$ cat src/rtl/dac_smpclk_pkg.sv
package dac_smpclk_pkg;

  typedef enum logic [1:0] {
    PH_IDLE  = 2'd0,
    PH_SETUP = 2'd1,
    PH_HOLD  = 2'd2
  } phase_e;

  localparam int unsigned HIGH_SHORT = 2;
  localparam int unsigned HIGH_LONG  = 4;

endpackage

$ cat src/rtl/dac_smpclk_tick_div.sv
// Base tick divider; held at zero while idle so a start is phase-aligned.
module dac_smpclk_tick_div #(
  parameter int unsigned DIV_W = 6
) (
  input  logic             clk_i,
  input  logic             rst_ni,
  input  logic             run_i,
  input  logic [DIV_W-1:0] div_i,
  output logic             tick_o
);

  logic [DIV_W-1:0] cnt_q;

  always_ff @(posedge clk_i or negedge rst_ni) begin
    if (!rst_ni)              cnt_q <= '0;
    else if (!run_i)          cnt_q <= '0;
    else if (cnt_q == div_i)  cnt_q <= '0;
    else                      cnt_q <= cnt_q + 1'b1;
  end

  assign tick_o = run_i && (cnt_q == div_i);

endmodule

$ cat src/rtl/dac_smpclk_period.sv
// Position within one sample clock period, in base periods.
module dac_smpclk_period
  import dac_smpclk_pkg::*;
#(
  parameter int unsigned LOW_W = 2
) (
  input  logic             clk_i,
  input  logic             rst_ni,
  input  logic             run_i,
  input  logic             tick_i,
  input  logic             high_sel_i,
  input  logic [LOW_W-1:0] low_sel_i,
  output logic             high_o,
  output logic             period_end_o
);

  localparam int unsigned MAX_LEN = HIGH_LONG + (1 << LOW_W);
  localparam int unsigned POS_W   = $clog2(MAX_LEN);

  logic [POS_W-1:0] pos_q;
  logic [POS_W-1:0] high_len;
  logic [POS_W-1:0] last_pos;
  logic             at_last;

  assign high_len = high_sel_i ? POS_W'(HIGH_LONG) : POS_W'(HIGH_SHORT);
  assign last_pos = high_len + POS_W'(low_sel_i);
  assign at_last  = (pos_q == last_pos);

  always_ff @(posedge clk_i or negedge rst_ni) begin
    if (!rst_ni)      pos_q <= '0;
    else if (!run_i)  pos_q <= '0;
    else if (tick_i)  pos_q <= at_last ? '0 : pos_q + 1'b1;
  end

  assign high_o       = (pos_q < high_len);
  assign period_end_o = tick_i && at_last;

endmodule

$ cat src/rtl/dac_smpclk_phase_ctl.sv
// Setup / hold sequencing and graceful stop at a period boundary.
module dac_smpclk_phase_ctl
  import dac_smpclk_pkg::*;
#(
  parameter int unsigned SETUP_W = 4,
  parameter int unsigned GAP_W   = 8
) (
  input  logic               clk_i,
  input  logic               rst_ni,
  input  logic               en_i,
  input  logic               period_end_i,
  input  logic [SETUP_W-1:0] setup_cnt_i,
  input  logic [GAP_W-1:0]   hold_gap_i,
  output phase_e             phase_o,
  output logic               active_o
);

  phase_e             phase_q;
  logic [SETUP_W-1:0] set_cnt_q;
  logic [GAP_W-1:0]   gap_cnt_q;
  logic               stop_q;

  always_ff @(posedge clk_i or negedge rst_ni) begin
    if (!rst_ni) begin
      phase_q   <= PH_IDLE;
      set_cnt_q <= '0;
      gap_cnt_q <= '0;
      stop_q    <= 1'b0;
    end else if (phase_q == PH_IDLE) begin
      stop_q    <= 1'b0;
      set_cnt_q <= '0;
      gap_cnt_q <= '0;
      if (en_i) phase_q <= PH_SETUP;
    end else begin
      if (!en_i) stop_q <= 1'b1;
      if (period_end_i) begin
        if (stop_q || !en_i) begin
          phase_q <= PH_IDLE;
        end else if (phase_q == PH_SETUP) begin
          if (set_cnt_q == setup_cnt_i) begin
            phase_q   <= PH_HOLD;
            gap_cnt_q <= '0;
          end else begin
            set_cnt_q <= set_cnt_q + 1'b1;
          end
        end else begin
          gap_cnt_q <= (gap_cnt_q == hold_gap_i) ? '0 : gap_cnt_q + 1'b1;
        end
      end
    end
  end

  assign phase_o  = phase_q;
  assign active_o = (phase_q == PH_SETUP) ||
                    ((phase_q == PH_HOLD) && (gap_cnt_q == hold_gap_i));

endmodule

$ cat src/rtl/dac_smpclk_gen.sv
module dac_smpclk_gen
  import dac_smpclk_pkg::*;
#(
  parameter int unsigned DIV_W   = 6,
  parameter int unsigned LOW_W   = 2,
  parameter int unsigned SETUP_W = 4,
  parameter int unsigned GAP_W   = 8
) (
  input  logic               clk_i,
  input  logic               rst_ni,
  input  logic               en_i,
  input  logic [DIV_W-1:0]   clk_div_i,
  input  logic               high_sel_i,
  input  logic [LOW_W-1:0]   low_sel_i,
  input  logic [SETUP_W-1:0] setup_cnt_i,
  input  logic [GAP_W-1:0]   hold_gap_i,
  output logic               smp_clk_o,
  output logic               setup_busy_o,
  output logic               hold_busy_o
);

  phase_e             phase;
  logic               run;
  logic               start;
  logic               tick;
  logic               high;
  logic               period_end;
  logic               active;

  logic [DIV_W-1:0]   div_q;
  logic               high_sel_q;
  logic [LOW_W-1:0]   low_sel_q;
  logic [SETUP_W-1:0] setup_q;
  logic [GAP_W-1:0]   gap_q;

  assign run   = (phase != PH_IDLE);
  assign start = (phase == PH_IDLE) && en_i;

  // configuration is frozen for the whole run
  always_ff @(posedge clk_i or negedge rst_ni) begin
    if (!rst_ni) begin
      div_q      <= '0;
      high_sel_q <= 1'b0;
      low_sel_q  <= '0;
      setup_q    <= '0;
      gap_q      <= '0;
    end else if (start) begin
      div_q      <= clk_div_i;
      high_sel_q <= high_sel_i;
      low_sel_q  <= low_sel_i;
      setup_q    <= setup_cnt_i;
      gap_q      <= hold_gap_i;
    end
  end

  dac_smpclk_tick_div #(.DIV_W(DIV_W)) i_tick_div (
    .clk_i  (clk_i),
    .rst_ni (rst_ni),
    .run_i  (run),
    .div_i  (div_q),
    .tick_o (tick)
  );

  dac_smpclk_period #(.LOW_W(LOW_W)) i_period (
    .clk_i        (clk_i),
    .rst_ni       (rst_ni),
    .run_i        (run),
    .tick_i       (tick),
    .high_sel_i   (high_sel_q),
    .low_sel_i    (low_sel_q),
    .high_o       (high),
    .period_end_o (period_end)
  );

  dac_smpclk_phase_ctl #(.SETUP_W(SETUP_W), .GAP_W(GAP_W)) i_phase_ctl (
    .clk_i        (clk_i),
    .rst_ni       (rst_ni),
    .en_i         (en_i),
    .period_end_i (period_end),
    .setup_cnt_i  (setup_q),
    .hold_gap_i   (gap_q),
    .phase_o      (phase),
    .active_o     (active)
  );

  assign smp_clk_o    = run && active && high;
  assign setup_busy_o = (phase == PH_SETUP);
  assign hold_busy_o  = (phase == PH_HOLD);

endmodule

$ cat config.mk
export PLATFORM = sky130hd
export DESIGN_NAME = dac_smpclk_gen
export DESIGN_NICKNAME = d
export VERILOG_FILES = /design/src/rtl/dac_smpclk_pkg.sv /design/src/rtl/dac_smpclk_tick_div.sv /design/src/rtl/dac_smpclk_period.sv /design/src/rtl/dac_smpclk_phase_ctl.sv /design/src/rtl/dac_smpclk_gen.sv
export SDC_FILE = /design/constraint.sdc
export NUM_CORES = 1
export LEC_CHECK = 0
export ABC_AREA = 1
export BUFFER_PORTS_ARGS = -buffer_cell sky130_fd_sc_hd__buf_2
export CORE_MARGIN = 3
export CORE_UTILIZATION = 63
export DETAILED_ROUTE_END_ITERATION = 10
export GPL_TIMING_DRIVEN = 0
export PLACE_DENSITY_LB_ADDON = 0.2
export SYNTH_ARGS = -nofsm -noshare
export SYNTH_HDL_FRONTEND = slang
export SYNTH_SLANG_ARGS = --single-unit
$ cat constraint.sdc
create_clock -name clk_i -period 2.4 [get_ports clk_i]
set_input_delay 0.12 -clock clk_i [delete_from_list [all_inputs] [get_ports clk_i]]
set_output_delay 0.12 -clock clk_i [all_outputs]
set_load 0.01 [all_outputs]
==> flow_summary.yaml, run 1 <==
placed_design:
  gp_congestion: 0.787
  port_buffers: 26
  post-place-cells: 370
  hpwlAfterDp_um: 3500
  post-place-ws_ns: 0.628
timing:
  max_freq_ghz: 0.555
  skew_ns: 0.00523
  period_needed_ns: 1.80
  hold_viol_final: 10
  setup_ws_ns: 0.599
  fin_hold_ws_ns: -0.0139
  drv_slew: 0
  setup_viol: 0
  tightest_slew_ns: 0.987
  relSlewSlack: 0.342
  fin_crit_sh: 0.750
  finalSetupTns_ns: 0
  rsz0062_at_grt: "no"
die:
  dieArea_um2: 4740
  io_pins: 27
  die_h_um: 68.9
  start_util: 0.665
  die_x_um: 68.9
  core_area_um2: 3740
  rows: 22
clock_network:
  cts_buffers: 5
  cts_max_level: 2
  worst_skew_pair.late_latency_ns: 0.29
  path_clk_slew_ns: 0.08
  clock_sinks: 45
  postCtsSetupRepairBufs: 0
  cts_tree: "done"
  cts_buffer_depth: 2
  holdBufCountCts: 0
  root_buffer: "clkbuf_8"
  cts_repair_resize_count: 0
layout:
  fillCellCount: 282
  diodes: 0
  multi_input_area_um2: 1210
  final_cells: 378
  area_growth_syn_to_layout_pct: 12.3
  final_nets: 359
  fin_util: 0.747
  final-seq-area_um2: 1130
  layout-drive-gt1-share: 0.170
job:
  drv_cap: 0
pwr:
  leakage_nw: 1.47
  power_density_nw_per_um2: 1120
  ir_drop_mv: 0.632
detailed_routing:
  first_iter_violations: 110
  drc_errors: 0
  first_pass_iters: 4
  ant_nets: 0
  routed_wl_um: 4770
  routedWlPerCell_um: 12.6
  avgViaCountPerCell: 5.17
  dr_total_vias: 1955
grt:
  antenna_found_initial: 0
  grt_pass1_vias: 1772
  grt_max_degree: 46
  grt_use_total: 0.226
  grt_pass1_wl_um: 7890
  grt.overflow.total: 0
min_path:
  worstHoldPathType: "in -> async"
synthesis:
  synth-seq-cells: 45
  synth-seq-area-share: 0.452
  avgSynthCellArea_um2: 8.41
  synth.distinct_cells: 31
  syn_nets: 326
  synth_warnings: 0
  synthCells: 296
  synth_area_um2: 2490
setup_path:
  worst_setup_path_start_kind: "flip-flop"
  slowest_stage: "dfrtp_1"
  crit_fanout: 4
  cp_slowest_stage_delay_ns: 0.38
  setup.worst_path.class: "reg -> reg"
  cp.arrival_ns: 1.99
  cp_cell_sequence: "inv_1, ha_1, xor2_1, nand3_1, nand2_2, nand4_1, nand2_1, nand2_1"
  crit_top_cell: "nand2_1"
  critPathCaptureType: "flip-flop"
  worstPathRequired_ns: 2.59
run_status:
  violations: "hold timing"
  status: "finished, violations left"
-- cell type report --
cell class	instances	share of cell area
buffer	5	0.00895
sequential	45	0.403
multi-input combinational	213	0.433
inverter	33	0.0452
clock buffer	7	0.0309
timing repair buffer	26	0.0466
clock inverter	1	0.0107
tap	48	0.0215
-- cell usage after synthesis, drive strengths merged --
master	n	area (µm²)
inv	33	126
o21ai	7	38.8
nand4	9	71.3
a21oi	12	60.1
or2	3	18.8
nand3b	1	7.51
o21a	1	7.51
xnor2	9	78.8
dfrtp	45	1130
nand3	13	90.1
nor2	49	210
clkbuf	2	10.0
xor2	10	87.6
buf	3	15.0
ha	6	75.1
mux2	12	135
nand2	81	330
-- placed cells by master (no fill, tap or decap), types with 2 or more instances in the layout --
master,netlist,layout
nand3_4,2,2
nand3_1,11,11
nor2_1,46,46
ha_1,6,6
or2_2,2,2
a21oi_1,12,12
xor2_1,10,10
inv_2,3,3
mux2_1,10,10
dfrtp_1,45,45
xnor2_1,9,9
o21ai_0,5,5
inv_1,29,29
clkbuf_8,0,6
buf_2,3,29
nand2_1,78,78
mux2_2,2,2
clkbuf_2,2,2
nand4_1,8,8
-- worst paths after layout --
path	from	to	slack [ns]	depth (start not counted)
max in group asynchronous	rst_ni	i_phase_ctl.phase_o[1]	1.80	1
hold reg to reg	i_phase_ctl.set_cnt_q[3]	i_phase_ctl.set_cnt_q[3]	0.51	2
setup reg to reg	high_sel_q	i_phase_ctl.set_cnt_q[2]	0.60	8
hold / removal	rst_ni	gap_q[1]	-0.01	1
setup / recovery	high_sel_q	i_phase_ctl.set_cnt_q[2]	0.60	8
min in group clk_i	hold_gap_i[1]	gap_q[1]	0.04	2
-- sequential cells by signal, summed over array words and instances (netlist names) --
signal	count
i_phase_ctl.set_cnt_q	4
i_period.pos_q	3
gap_q	8
i_phase_ctl.gap_cnt_q	8
setup_q	4
high_sel_q	1
div_q	6
i_tick_div.cnt_q	6
i_phase_ctl.stop_q	1
low_sel_q	2
i_phase_ctl.phase_o	2
-- stage by stage --
stage	total power, mW	area, µm²
finish	3.12	2800
global route	3.38	2800
CTS	3.13	2800
detailed placement	2.55	2680
global placement	2.47	2680
floorplan	2.23	2490
-- report_power, final --
part | switching, mW | internal [mW]
clock | 0.240 | 0.339
sequential | 0.253 | 1.04
combinational | 0.754 | 0.491
total | 1.25 | 1.87
-- cell families after synthesis --
kind of cell,after synthesis,synth area share
adders and majority gates,6,0.0302
DFF,45,0.452
buffers and inverters,38,0.0608
and+or+nand+nor,156,0.293
AOI/OAI and AO/OA,20,0.0427
xor gates and xnor gates,19,0.0669
muxes,12,0.0543
-- layer usage --
layer,share of wire,wire length [µm],track usage,vias up
li1,-,-,-,996
met1,0.45,2170,0.301,912
met2,0.49,2360,0.369,38
met3,0.033,155,0.0454,9
met4,0.018,87,0.0779,0
met5,0,0,0,-
-- critical path, delay by kind of cell (launching register included) --
family	cells	cell delay [ns]
adder cells (fa/ha/maj)	1	0.25
AND/OR/NAND/NOR	5	0.82
buffers and inverters	1	0.11
flip-flops	1	0.38
XOR/XNOR	1	0.15
Power figures use the tool's default switching activity.
==> inputs of run 2 (changes only) <==
--- a/config.mk
+++ b/config.mk
@@ -8,7 +8,7 @@
 export ABC_AREA = 1
 export BUFFER_PORTS_ARGS = -buffer_cell sky130_fd_sc_hd__buf_2
 export CORE_MARGIN = 3
-export CORE_UTILIZATION = 63
+export CORE_UTILIZATION = 58
 export DETAILED_ROUTE_END_ITERATION = 10
 export GPL_TIMING_DRIVEN = 0
 export PLACE_DENSITY_LB_ADDON = 0.2
==> constraint.sdc (replaced) <==
create_clock -name clk_i -period 1.8 [get_ports clk_i]
set_input_delay 0.09 -clock clk_i [delete_from_list [all_inputs] [get_ports clk_i]]
set_output_delay 0.09 -clock clk_i [all_outputs]
set_load 0.01 [all_outputs]
==> run 2 against run 1 <==
- the run now ends clean
- maximum frequency increased by 8.5%
- critical path type unchanged
- worst setup slack got worse by 0.46 ns
- routed wire length decreased by 6.3%
- sequential power increased by 32%
- largest cell class unchanged
- hold slack improved by 0.015 ns
- die area increased by 7.9%
- cell count increased by 1.6%
- sequential cell count unchanged
- critical endpoint is now i_phase_ctl.set_cnt_q[1]
- clock skew about the same
==> flow_summary.yaml, run 2 (synthesis gave the netlist of run 1 again) <==
die:
  core_area_um2: 4060
  io_pins: 27
  die_h_um: 71.5
  start_util: 0.613
  rows: 23
  dieArea_um2: 5110
  die_x_um: 71.5
pwr:
  p_total_mw: 4.03
  power_frac_comb: 0.429
  power_density_nw_per_um2: 1420
  switching_share: 0.412
  ir_drop_mv: 0.911
  switchingPower_mw: 1.66
  internal_power_mw: 2.37
  seq_power_share: 0.422
  p_clk_frac: 0.149
  leakage_nw: 1.47
grt:
  grt_max_degree: 46
  grt_pass1_wl_um: 8040
  grt_pass1_vias: 1836
  grt.overflow.total: 0
  antenna_found_initial: 0
  grt_use_total: 0.199
min_path:
  min_from: "hold_gap_i[5]"
  worstHoldPathType: "in -> reg"
setup_path:
  worstPathRequired_ns: 1.99
  setup.worst_path.class: "reg -> reg"
  cp.arrival_ns: 1.85
  reg2reg_setup_slack_ns: 0.14
  crit_fanout: 4
  slowest_stage: "dfrtp_1"
  worst-path-buf-inv: 1
  crit_family: "simple AND/OR/NAND/NOR gates"
  rr_worst_depth: 8
  critPathCapture: "i_phase_ctl.set_cnt_q[1]"
  worst_setup_path_start_kind: "flip-flop"
  crit_path_start: "high_sel_q"
  critPathCaptureType: "flip-flop"
  cp_slowest_stage_delay_ns: 0.39
  r2r-end: "i_phase_ctl.set_cnt_q[1]"
  crit_top_cell: "nand2_1"
  crit_cells: 8
  cp_cell_sequence: "inv_2, ha_4, xor2_1, nand3_2, nand2_4, nand4_1, nand2_1, nand2_1"
  reg2reg_from: "high_sel_q"
timing:
  fin_crit_sh: 0.922
  skew_ns: 0.00538
  fin_hold_ws_ns: 0.00147
  setup_viol: 0
  drv_slew: 0
  period_needed_ns: 1.66
  tightest_slew_ns: 0.967
  max_freq_ghz: 0.602
  rsz0062_at_grt: "yes"
  hold_viol_final: 0
  relSlewSlack: 0.355
detailed_routing:
  first_pass_iters: 6
  drc_errors: 0
  avgViaCountPerCell: 5.00
  routed_wl_um: 4470
  first_iter_violations: 91
  ant_nets: 0
  routedWlPerCell_um: 11.6
  dr_total_vias: 1920
clock_network:
  clock_sinks: 45
  path_clk_slew_ns: 0.08
  cts_max_level: 2
  root_buffer: "clkbuf_8"
  cts_buffer_depth: 2
  cts_tree: "done"
  worst_skew_pair.late_latency_ns: 0.30
  cts_buffers: 5
layout:
  final_cell_mix: "nand2_1 (78), dfrtp_1 (45), nor2_1 (43), buf_2 (29), inv_1 (28)"
  diodes: 0
  area_growth_syn_to_layout_pct: 13.7
  fillCellCount: 334
  reg_top3: "gap_q x8, i_phase_ctl.gap_cnt_q x8"
  final_nets: 363
  layout_commonest_cell: "nand2_1"
  layout-drive-gt1-share: 0.192
job:
  drv_cap: 0
placed_design:
  hpwlAfterDp_um: 3290
  gp_congestion: 0.825
  port_buffers: 26
run_status:
  status: "finished clean"
==> run 2: worst min path at each step <==
| stage | depth (start not counted) | slack [ns] | endpoint |
|---|---|---|---|
| floorplan | 0 | -0.21 | div_q[0] |
| global placement | 2 | 0.30 | gap_q[0] |
| detailed placement | 1 | 0.31 | gap_q[5] |
| CTS | 2 | 0.0005 | gap_q[2] |
| global route | 2 | 0.007 | gap_q[4] |
| finish | 2 | 0.001 | gap_q[5] |
==> run 2: final cells by class <==
| cell class | instances | area (µm²) | share of cell area |
|---|---|---|---|
| multi-input cells | 213 | 1240 | 0.439 |
| flip-flops and latches | 45 | 1130 | 0.398 |
| repair buffers | 30 | 165 | 0.0584 |
| inverters | 33 | 126 | 0.0447 |
| clock buffers | 6 | 72.6 | 0.0257 |
| well taps | 50 | 62.6 | 0.0221 |
| plain buffers | 5 | 25.0 | 0.00885 |
| clock inverters | 2 | 10.0 | 0.00354 |
==> run 2: power by group through the flow <==
stage          Sequential [mW]  Clock [mW]  Combinational (mW)
6_report                  1.70       0.600                1.73
5_1_grt                   1.77       0.653                1.99
2_1_floorplan             1.65           0                1.32
3_3_place_gp              1.71           0                1.58
4_1_cts                   1.71       0.616                1.65
3_5_place_dp              1.72           0                1.64
==> run 2: layer usage <==
metal | track usage | wire [µm] | share of wire | vias to the layer above
met3 | 0.0435 | 126 | 0.028 | 5
met5 | 0 | 0 | 0 | -
met4 | 0.0501 | 55 | 0.012 | 0
li1 | - | - | - | 1008
met1 | 0.260 | 2210 | 0.49 | 884
met2 | 0.336 | 2070 | 0.46 | 23
==> run 2: worst reg2reg max path, stage by stage (launching register included) <==
cell	delay [ns]
dfrtp_1	0.39
inv_2	0.10
ha_4	0.21
xor2_1	0.16
nand3_2	0.16
nand2_4	0.15
nand4_1	0.20
nand2_1	0.13
nand2_1	0.05
==> run 2: metrics by stage <==
step	setup WS, ns	util	cell area [µm²]	std cells	TNS, ns
global route	-0.00878	0.697	2830	384	-0.00878
CTS	0.0218	0.686	2780	382	0
finish	0.140	0.697	2830	384	0
floorplan	0.256	-	2490	296	0
detailed placement	0.0259	0.661	2680	372	0
global placement	0.0803	0.661	2680	372	0
==> run 2: timing repair <==
item	CTS	global route
endpoints found under the setup margin	0	14
buffers inserted	0	2
gates resized for setup	0	8
hold buffers	2	0
endpoints found under the hold margin	35	0
